==> src/rtl/frame_irq_pkg.sv <==
package frame_irq_pkg;
  localparam int SEL_W   = 2;
  localparam int NUM_EVT = 3;
  localparam logic [SEL_W-1:0] SEL_NONE = '1;

  localparam int OFS_CTRL = 0;
  localparam int OFS_PEND = 1;
  localparam int CTRL_W   = SEL_W + 2;

  typedef struct packed {
    logic [SEL_W-1:0] sel;
    logic             frame_en;
    logic             glob_en;
  } ctrl_t;
endpackage

==> src/rtl/frame_irq_regs.sv <==
module frame_irq_regs
  import frame_irq_pkg::*;
#(
  parameter int ADDR_W = 2,
  parameter int DATA_W = 32
) (
  input  logic              clk,
  input  logic              rst,
  input  logic              reg_wr,
  input  logic              reg_rd,
  input  logic [ADDR_W-1:0] reg_addr,
  input  logic [DATA_W-1:0] reg_wdata,
  input  logic              pend,
  output ctrl_t             ctrl,
  output logic              clr_req,
  output logic [DATA_W-1:0] reg_rdata
);
  logic sel_ctrl, sel_pend;

  assign sel_ctrl = (reg_addr == ADDR_W'(OFS_CTRL));
  assign sel_pend = (reg_addr == ADDR_W'(OFS_PEND));
  assign clr_req  = reg_wr && sel_pend && reg_wdata[0];

  always_ff @(posedge clk) begin
    if (rst) begin
      ctrl <= '0;
    end else if (reg_wr && sel_ctrl) begin
      ctrl <= ctrl_t'(reg_wdata[CTRL_W-1:0]);
    end
  end

  always_ff @(posedge clk) begin
    if (rst) begin
      reg_rdata <= '0;
    end else if (reg_rd) begin
      if (sel_ctrl)      reg_rdata <= DATA_W'(ctrl);
      else if (sel_pend) reg_rdata <= DATA_W'(pend);
      else               reg_rdata <= '0;
    end else begin
      reg_rdata <= '0;
    end
  end
endmodule

==> src/rtl/frame_irq_evsel.sv <==
module frame_irq_evsel
  import frame_irq_pkg::*;
(
  input  logic [SEL_W-1:0]   sel,
  input  logic [NUM_EVT-1:0] evt,
  output logic               hit
);
  logic [NUM_EVT-1:0] match;

  for (genvar i = 0; i < NUM_EVT; i++) begin : g_match
    assign match[i] = (sel == SEL_W'(i)) && evt[i];
  end

  assign hit = |match;
endmodule

==> src/rtl/frame_irq_pend.sv <==
module frame_irq_pend (
  input  logic clk,
  input  logic rst,
  input  logic hit,
  input  logic clr,
  input  logic glob_en,
  input  logic frame_en,
  output logic pend,
  output logic irq
);
  always_ff @(posedge clk) begin
    if (rst) begin
      pend <= 1'b0;
      irq  <= 1'b0;
    end else begin
      pend <= hit || (pend && !clr);
      irq  <= pend && glob_en && frame_en;
    end
  end
endmodule

==> src/rtl/frame_irq_ctrl.sv <==
module frame_irq_ctrl
  import frame_irq_pkg::*;
#(
  parameter int ADDR_W = 2,
  parameter int DATA_W = 32
) (
  input  logic               clk,
  input  logic               rst,
  input  logic               reg_wr,
  input  logic               reg_rd,
  input  logic [ADDR_W-1:0]  reg_addr,
  input  logic [DATA_W-1:0]  reg_wdata,
  output logic [DATA_W-1:0]  reg_rdata,
  input  logic [NUM_EVT-1:0] tg_evt,
  output logic               irq
);
  ctrl_t ctrl_q;
  logic  pend_q, clr_w, hit_w;

  frame_irq_regs #(.ADDR_W(ADDR_W), .DATA_W(DATA_W)) u_regs (
    .clk(clk), .rst(rst), .reg_wr(reg_wr), .reg_rd(reg_rd),
    .reg_addr(reg_addr), .reg_wdata(reg_wdata), .pend(pend_q),
    .ctrl(ctrl_q), .clr_req(clr_w), .reg_rdata(reg_rdata)
  );

  frame_irq_evsel u_evsel (
    .sel(ctrl_q.sel), .evt(tg_evt), .hit(hit_w)
  );

  frame_irq_pend u_pend (
    .clk(clk), .rst(rst), .hit(hit_w), .clr(clr_w),
    .glob_en(ctrl_q.glob_en), .frame_en(ctrl_q.frame_en),
    .pend(pend_q), .irq(irq)
  );
endmodule

==> config.mk <==
export PLATFORM = sky130hd
export DESIGN_NAME = frame_irq_ctrl
export DESIGN_NICKNAME = d
export VERILOG_FILES = /design/src/rtl/frame_irq_pkg.sv /design/src/rtl/frame_irq_regs.sv /design/src/rtl/frame_irq_evsel.sv /design/src/rtl/frame_irq_pend.sv /design/src/rtl/frame_irq_ctrl.sv
export SDC_FILE = /design/constraint.sdc
export NUM_CORES = 1
export LEC_CHECK = 0
export BUFFER_PORTS_ARGS = -buffer_cell sky130_fd_sc_hd__buf_2
export CAP_MARGIN = 10
export CORE_MARGIN = 4
export CORE_UTILIZATION = 33
export CTS_CLUSTER_SIZE = 8
export DETAILED_ROUTE_END_ITERATION = 6
export GPL_TIMING_DRIVEN = 0
export PLACE_DENSITY = 0.82
export SETUP_SLACK_MARGIN = 0.05
export SLEW_MARGIN = 5
export SYNTH_ARGS = -nofsm -noshare
export SYNTH_HDL_FRONTEND = slang
export SYNTH_SLANG_ARGS = --single-unit
==> constraint.sdc <==
create_clock -name clk -period 2 [get_ports clk]
set_clock_uncertainty 0.05 [all_clocks]
set_input_delay 0 -clock clk [delete_from_list [all_inputs] [get_ports clk]]
set_output_delay 0 -clock clk [all_outputs]
set_load 0.02 [all_outputs]
# After elaboration in Yosys (flattened, before gate mapping)

Index checks and enable logic that the tools add are counted.
W data, S select, Z words.

Bits in registers: 38
Word-level logic and storage cells: 29

Eq/ne operators: 3
Muxes and demuxes: 2
Bitwise operators: 1
Reduce and logical (&&, ||, !) cells: 16

Operators with widths:

| operator             | number |
|---|---|
| $logic_and A1 B1 Y1  | 9 |
| $reduce_or A3 Y1     | 2 |
| $eq A2 B1 Y1 const B | 2 |
| $logic_not A2 Y1     | 2 |
| $mux W4              | 1 |
| $eq A2 B2 Y1 const B | 1 |
| $reduce_or A2 Y1     | 1 |
| $logic_not A1 Y1     | 1 |
| $logic_or A1 B1 Y1   | 1 |
| $mux W1              | 1 |
| $not A1 Y1           | 1 |

# Logic depth before layout (Yosys ltp)

Gate-level depths: netlist of run 1.

Word-level depth: 6
Depth in mapped cells: 3
Depth with buffers taken out: 3

# Cells and area by module

A second synthesis of run 1 with hierarchy kept.

Cells, all modules: 67
Area total of the unflattened synthesis: 649.4 µm²

Modules (own cells, without submodules):

| module          | instances | cells an instance | area each (µm²) |
|---|---|---|---|
| frame_irq_regs  | 1         | 58                | 558.0 |
| frame_irq_pend  | 1         | 6                 | 68.8 |
| frame_irq_evsel | 1         | 3                 | 22.5 |

# Worst setup path after synthesis of run 1

OpenSTA, ideal clock, no wires.

Path type: register -> register
From: register u_regs.ctrl[3] (netlist bit)
To: register u_pend.pend
Library setup time: 0.127 ns
Arrival time: 0.678 ns
Path slack: 1.145 ns
Cell stages (with the launch flop): 4
Path buffers: 0
Period minus slack after synthesis: 0.855 ns
Cells stage by stage: dfxtp_1 -> mux2i_1 -> o21a_1 -> a21oi_1

Word-level cells in the longest chain between the ends: 4

Ends and longest elaborated chain:

| what                                       | RTL line              | source |
|---|---|---|
| start: declaration                         | frame_irq_regs.sv:14  | `output ctrl_t ctrl,` |
| start signal: assignment                   | frame_irq_regs.sv:28  | `ctrl <= ctrl_t'(reg_wdata[CTRL_W-1:0]);` |
| $eq A2 B1 Y1, or another cell as far along | frame_irq_evsel.sv:11 | `assign match[i] = (sel == SEL_W'(i)) && evt[i];` |
| $logic_and A1 B1 Y1                        | frame_irq_evsel.sv:11 |  |
| $reduce_or A3 Y1 (*)                       | frame_irq_evsel.sv:14 | `assign hit = \|match;` |
| $logic_or A1 B1 Y1 (*)                     | frame_irq_pend.sv:16  | `pend <= hit \|\| (pend && !clr);` |
| end signal: assignment                     | frame_irq_pend.sv:16  |  |
| end: declaration                           | frame_irq_pend.sv:8   | `output logic pend,` |

Every way passes the cells marked *; elsewhere a longest branch is shown, timed or not.
A chain may end at the register's enable or synchronous reset.

# Worst setup path in the final report of run 1

Ends and elaborated chain as after synthesis.

==> summary.txt, run 1 <==
Outcome
  – Status: completed

Floorplanning
  – Die width: 50.3 um
  – Initial Util: 34.5%
  – Core area: 0.00171 mm2
  – Num ports: 74
  – Std cell rows: 15
  – Die Ht: 50.3 um
  – Die ar.: 0.00253 mm2

GRT
  – Initial antenna violation count: 0
  – Pin count of the biggest net entering global routing: 9
  – GR Util All Layers: 8.82%
  – First-pass GRT wire length: 1760 um
  – Vias in the first global route: 444
  – GR Overflow Total: 0

Place
  – Hpwl dp: 934 um
  – Placed cells: 131
  – Final GP Congestion: 0.702
  – # port buffers: 16

Drt
  – DRT Wirelength: 1120 um
  – Via Count: 481
  – DR DRC count: 0
  – First-pass DRT Iterations: 2
  – Drt first-iter violations: 2
  – ANT nets after route: 0
  – Vias per cell: 3.44
  – Routed len/inst: 7.96 um

Setup path
  – Max FO, Critical Path: 4
  – Crit path required time: 2090 ps
  – Startpoint types: register
  – Arr. time, crit path: 1020 ps
  – Critical path class: reg -> reg
  – Worst setup EP type: register

Final layout
  – Non-filler cells, final: 140
  – Nets: 157
  – Diodes inserted: 0
  – Layout area overhead: 50.7%
  – Final core occ: 52.0%
  – Share of cells above drive strength 1: 42.6%

STA
  – Final worst-path cycle share: 46.8%
  – Total negative slack: 0 ps
  – Unrepaired setup endpoints after global routing: no
  – Max Freq: 1070 MHz
  – Finish-stage setup viols: 0
  – Final hold vios: 0
  – Tmin final: 935 ps
  – Pins Over Slew Limit: 0

Synth
  – Synthesized area: 589 um2
  – Top post-synthesis cells by area: buf_4 (36%), dfxtp_1 (34%), mux2i_1 (10%)
  – Leading area contributor after synthesis: buf_4
  – Number of synthesized register bits: 10
  – Post-synth top area share: 35.7%
  – Synthesized area per cell: 9.35 um2
  – Synth unique cells: 16
  – Number of synthesis warnings: 0
  – Syn Inst Count: 63
  – Sequential fraction of the synthesis area: 34.0%

Power and ir drop
  – IR drop worst, VDD: 186 uV
  – Leakage: 0.496 nW
  – Power Dens Cells: 584 mW/mm2

CTS
  – CTS tree: done
  – Clock latency on the worst-skew pair: 260 ps
  – Clock Pin Slew Worst Setup and Hold Paths: 70 ps
  – Total CTS buffers: 3
  – CTS Sinks: 10
  – Clock buffer depth: 2
  – Root buf cell: clkbuf_4
  – H-Tree Depth: 1

Job
  – MaxCap Viol Count: 0

Min path
  – Hold WC Path Type: in -> reg
[power by group]
part | internal, mW | switching (mW) | leakage (nW)
registers | 0.204 | 0.00385 | 0.0812
logic | 0.0615 | 0.0715 | 0.393
clock network | 0.110 | 0.0673 | 0.0210
total | 0.376 | 0.143 | 0.496
[layout make-up]
| class | count | area [um2] |
|---|---|---|
| well taps | 25 | 31.3 |
| flip-flops and latches | 10 | 200 |
| multi-input cells | 51 | 277 |
| repair buffers | 21 | 130 |
| plain buffers | 29 | 214 |
| clock buffers | 4 | 36.3 |
| fillers | 155 | 820 |
[synth_stat cells]
library cell and count:
o21a_1 1, nand3b_1 1, and4b_1 1, and2_1 3
nand2b_1 1, nor2_1 4, mux2i_1 6, nand4b_1 1
nor3_1 2, clkbuf_1 1, nand2_1 1, nor3b_4 1
conb_1 1, a21oi_1 1, dfxtp_1 10, buf_4 28
[kinds of logic (layout without fill, tap and decap cells)]
group | count (synthesis) | count (layout) | share of synthesized area (%)
DFF | 10 | 10 | 34.0
buffers and inverters | 29 | 54 | 36.3
other | 1 | 28 | 0.636
muxes | 6 | 6 | 10.2
and+or+nand+nor | 15 | 15 | 16.8
AOI/OAI and AO/OA | 2 | 2 | 2.12
[flip-flops by register name, summed over array words and instances, names as in the netlist]
name	count
u_regs.ctrl	4
u_pend.irq	1
u_pend.pend	1
u_regs.reg_rdata	4
[repair_timing]
item / CTS / global route
buffers inserted: 0 / 0
hold buffers: 5 / 0
endpoints found under the hold margin: 5 / 0
gates resized for setup: 0 / 0
[metal layers]
layer	wire length, um	GRT usage (%)	vias up
met3	137	2.37	3
met5	0	0	-
met4	10	4.15	0
li1	-	-	251
met1	440	10.3	193
met2	526	14.8	34
[through the flow]
stage	setup slack [ps]	area [um2]	total power, mW	hold slack [ps]
2_1_floorplan	1140	691	0.317	97.2
3_3_place_gp	1070	802	0.333	185
3_5_place_dp	1060	802	0.335	198
4_1_cts	1060	888	0.517	14.1
5_1_grt	947	888	0.545	52.1
6_report	1060	888	0.519	10.5
[worst max-delay path: stages, from the launching register on]
cell,delay (ps)
dfxtp_1,380
mux2i_1,200
o21a_1,120
a21oi_1,60
[path summary, 6_finish.rpt]
check / startpoint / depth (start not counted) / slack, ps / end
max reg2reg: u_regs.ctrl[3] / 3 / 1060 / u_pend.pend
max: u_regs.ctrl[3] / 3 / 1060 / u_pend.pend
min reg2reg: u_regs.ctrl[1] / 1 / 450 / u_regs.reg_rdata[1]
min: rst / 2 / 10 / u_regs.ctrl[1]
[cells in the final DEF, fill, tap and decap left out]
master	Yosys	final
dlygate4sd3_1	0	5
buf_2	0	16
nand2b_1	1	1
and2_1	3	3
and4b_1	1	1
nor2_1	4	4
buf_4	28	28
nand4b_1	1	1
mux2i_1	6	6
conb_1	1	28
nor3b_4	1	1
dfxtp_1	10	10
a21oi_1	1	1
nand3b_1	1	1
o21a_1	1	1
clkbuf_1	1	1
nor3_1	2	2
nand2_1	1	1
clkbuf_8	0	1
clkbuf_4	0	3
No activity file was read; power rests on OpenSTA's default activity.
==> run 2, diff against run 1 <==
CORE_UTILIZATION = 28   (was 33)
PLACE_DENSITY = 0.74   (was 0.82)
clock period = 0.8 ns   (was 2 ns; I/O delays follow)
==> summary.txt, run 2 (same netlist as run 1, synthesis figures left out) <==
Outcome
  – Status: complete, but fails checks (was completed)
  – Violated checks: hold timing, setup timing

Setup path
  – Slowest cell on crit path: dfxtp_2 (was dfxtp_1)
  – Arr. time, crit path: 970 ps (was 1020 ps)
  – Max incr delay on CP: 350 ps (was 380 ps)
  – Worst setup EP type: register (unchanged)
  – Critical R2R Capture: u_pend.pend (unchanged)
  – Crit. Startpoint: u_regs.ctrl[3] (unchanged)
  – Critical path class: reg -> reg (unchanged)
  – Startpoint types: register (unchanged)
  – Worst R2R Path Depth: 3 (unchanged)
  – R2R Setup Slk: -80 ps (was 1060 ps)
  – Crit path required time: 890 ps (was 2090 ps)
  – Crit path to: u_pend.pend (unchanged)
  – Worst path cell trace: mux2i_1, o21a_1, a21oi_1 (unchanged)
  – Worst r2r src: u_regs.ctrl[3] (unchanged)
  – Max FO, Critical Path: 3 (was 4)

Place
  – DP Area: 806 um2 (was 802 um2)
  – Final GP Congestion: 0.665 (was 0.702)
  – # port buffers: 16 (unchanged)
  – Dpl ws: -143 ps (was 1060 ps)
  – Hpwl dp: 896 um (was 934 um)

Final layout
  – Layout area overhead: 56.5% (was 50.7%)
  – Most frequent cells in the layout: buf_4 (29), conb_1 (28), buf_2 (11) (was buf_4 (28), conb_1 (28), buf_2 (16))
  – Final core occ: 46.5% (was 52.0%)
  – Diodes inserted: 0 (unchanged)
  – Number of fillers in the final layout: 191 (was 155)
  – Nets: 156 (was 157)
  – Finished Cell Area: 922 um2 (was 888 um2)
  – Largest regs: u_regs.ctrl: 4 flops, u_regs.reg_rdata: 4 flops (unchanged)
  – Commonest non-fill, non-tap cell in the layout: buf_4
  – Share of cells above drive strength 1: 50.0% (was 42.6%)

GRT
  – GR Overflow Total: 0 (unchanged)
  – Initial antenna violation count: 0 (unchanged)
  – Vias in the first global route: 443 (was 444)
  – First-pass GRT wire length: 1650 um (was 1760 um)
  – GR Util All Layers: 7.68% (was 8.82%)
  – Pin count of the biggest net entering global routing: 9 (unchanged)

CTS
  – H-Tree Depth: 1 (unchanged)
  – Clock buffer depth: 2 (unchanged)
  – CTS Sinks: 10 (unchanged)
  – Clock Pin Slew Worst Setup and Hold Paths: 70 ps (about the same)
  – Clock latency on the worst-skew pair: 260 ps (about the same)
  – Root buf cell: clkbuf_4 (unchanged)
  – Total CTS buffers: 3 (unchanged)
  – # hold bufs at CTS: 3 (was 5)
  – CTS tree: done (unchanged)

Floorplanning
  – Num ports: 74 (unchanged)
  – Std cell rows: 16 (was 15)
  – Die Ht: 53.9 um (was 50.3 um)
  – Core area: 0.00198 mm2 (was 0.00171 mm2)
  – Die width: 53.9 um (was 50.3 um)
  – Initial Util: 29.7% (was 34.5%)
  – Die ar.: 0.00290 mm2 (was 0.00253 mm2)

Drt
  – DRT Wirelength: 1130 um (was 1120 um)
  – Vias per cell: 3.35 (was 3.44)
  – First-pass DRT Iterations: 4 (was 2)
  – Drt first-iter violations: 4 (was 2)
  – DR DRC count: 0 (unchanged)
  – Via Count: 473 (was 481)
  – Routed len/inst: 8.02 um (was 7.96 um)
  – ANT nets after route: 0 (unchanged)

STA
  – Setup slack after layout: -84.1 ps (was 1060 ps)
  – Final worst-path cycle share: 111% (was 46.8%)
  – Tmin final: 884 ps (was 935 ps)
  – Unrepaired setup endpoints after global routing: yes (was no)
  – Finish-stage setup viols: 2 (was 0)
  – Max Freq: 1130 MHz (was 1070 MHz)
  – Hold slack final: -44.7 ps (was 10.5 ps)
  – Pins Over Slew Limit: 0 (unchanged)
  – Final hold vios: 2 (was 0)

Power and ir drop
  – Power Dens Cells: 1410 mW/mm2 (was 584 mW/mm2)
  – IR drop worst, VDD: 511 uV (was 186 uV)
  – Leakage: 0.509 nW (was 0.496 nW)

Job
  – MaxCap Viol Count: 0 (unchanged)

Min path
  – Hold WC Path Type: in -> reg (unchanged)
[run 2: changes by cell type in the layout (fill, tap and decap cells not counted), sizes merged]
cell,before,now
dlygate4sd3,5,2
buf,44,45
dlymetal6s4s,0,1
[run 2: report_power, final]
group          internal [mW]  switching [mW]  total (mW)
Combinational          0.152           0.177       0.329
Sequential             0.511         0.00950       0.520
Clock                  0.276           0.175       0.451
[run 2: area by class of cell]
| cell class | instances | area, um2 | share of cell area (%) |
|---|---|---|---|
| Multi-Input combinational cell | 51 | 279 | 30.3 |
| Buffer | 29 | 214 | 23.2 |
| Sequential cell | 10 | 208 | 22.5 |
| Timing Repair Buffer | 20 | 151 | 16.4 |
| Clock buffer | 4 | 36.3 | 3.93 |
| Tap cell | 27 | 33.8 | 3.66 |
[run 2: metrics by stage]
stage | power, mW | instances | setup TNS, ps
finish | 1.30 | 141 | -87.7
global route | 1.37 | 141 | -180
CTS | 1.30 | 141 | -93.2
detailed placement | 0.837 | 133 | -641
global placement | 0.834 | 133 | -584
floorplan | 0.792 | 90 | -27.6
[run 2: worst max-delay path: cells and delay by family (launching register included)]
kind           cells  cell delay [ps]
AO/OA/AOI/OAI      2              190
multiplexers       1              180
flip-flops         1              350
[run 2: what timing repair did]
item,CTS,global route
gates resized for setup,15,2
buffers inserted,1,0
endpoints found under the hold margin,5,2
setup endpoints to repair,6,9
pin swaps,0,0
[run 2: worst min-delay path by stage]
| stage | startpoint | end | slack [ps] | depth (start not counted) |
|---|---|---|---|---|
| 2_1_floorplan | reg_wdata[3] | u_regs.ctrl[3] | 100 | 2 |
| 3_3_place_gp | reg_wdata[3] | u_regs.ctrl[3] | 190 | 3 |
| 3_5_place_dp | reg_wdata[1] | u_regs.ctrl[1] | 200 | 3 |
| 4_1_cts | reg_rd | u_regs.reg_rdata[0] | -50 | 3 |
| 5_1_grt | reg_rd | u_regs.reg_rdata[0] | -30 | 3 |
| 6_report | reg_rd | u_regs.reg_rdata[0] | -40 | 3 |
[run 2: routing by layer]
| metal | part of all wire [%] | wire (um) | global-route usage (%) |
|---|---|---|---|
| met3 | 15 | 174 | 2.22 |
| met1 | 39 | 446 | 7.28 |
| met2 | 45 | 510 | 14.7 |
| met4 | 0 | 0 | 3.83 |
| met5 | 0 | 0 | 0 |
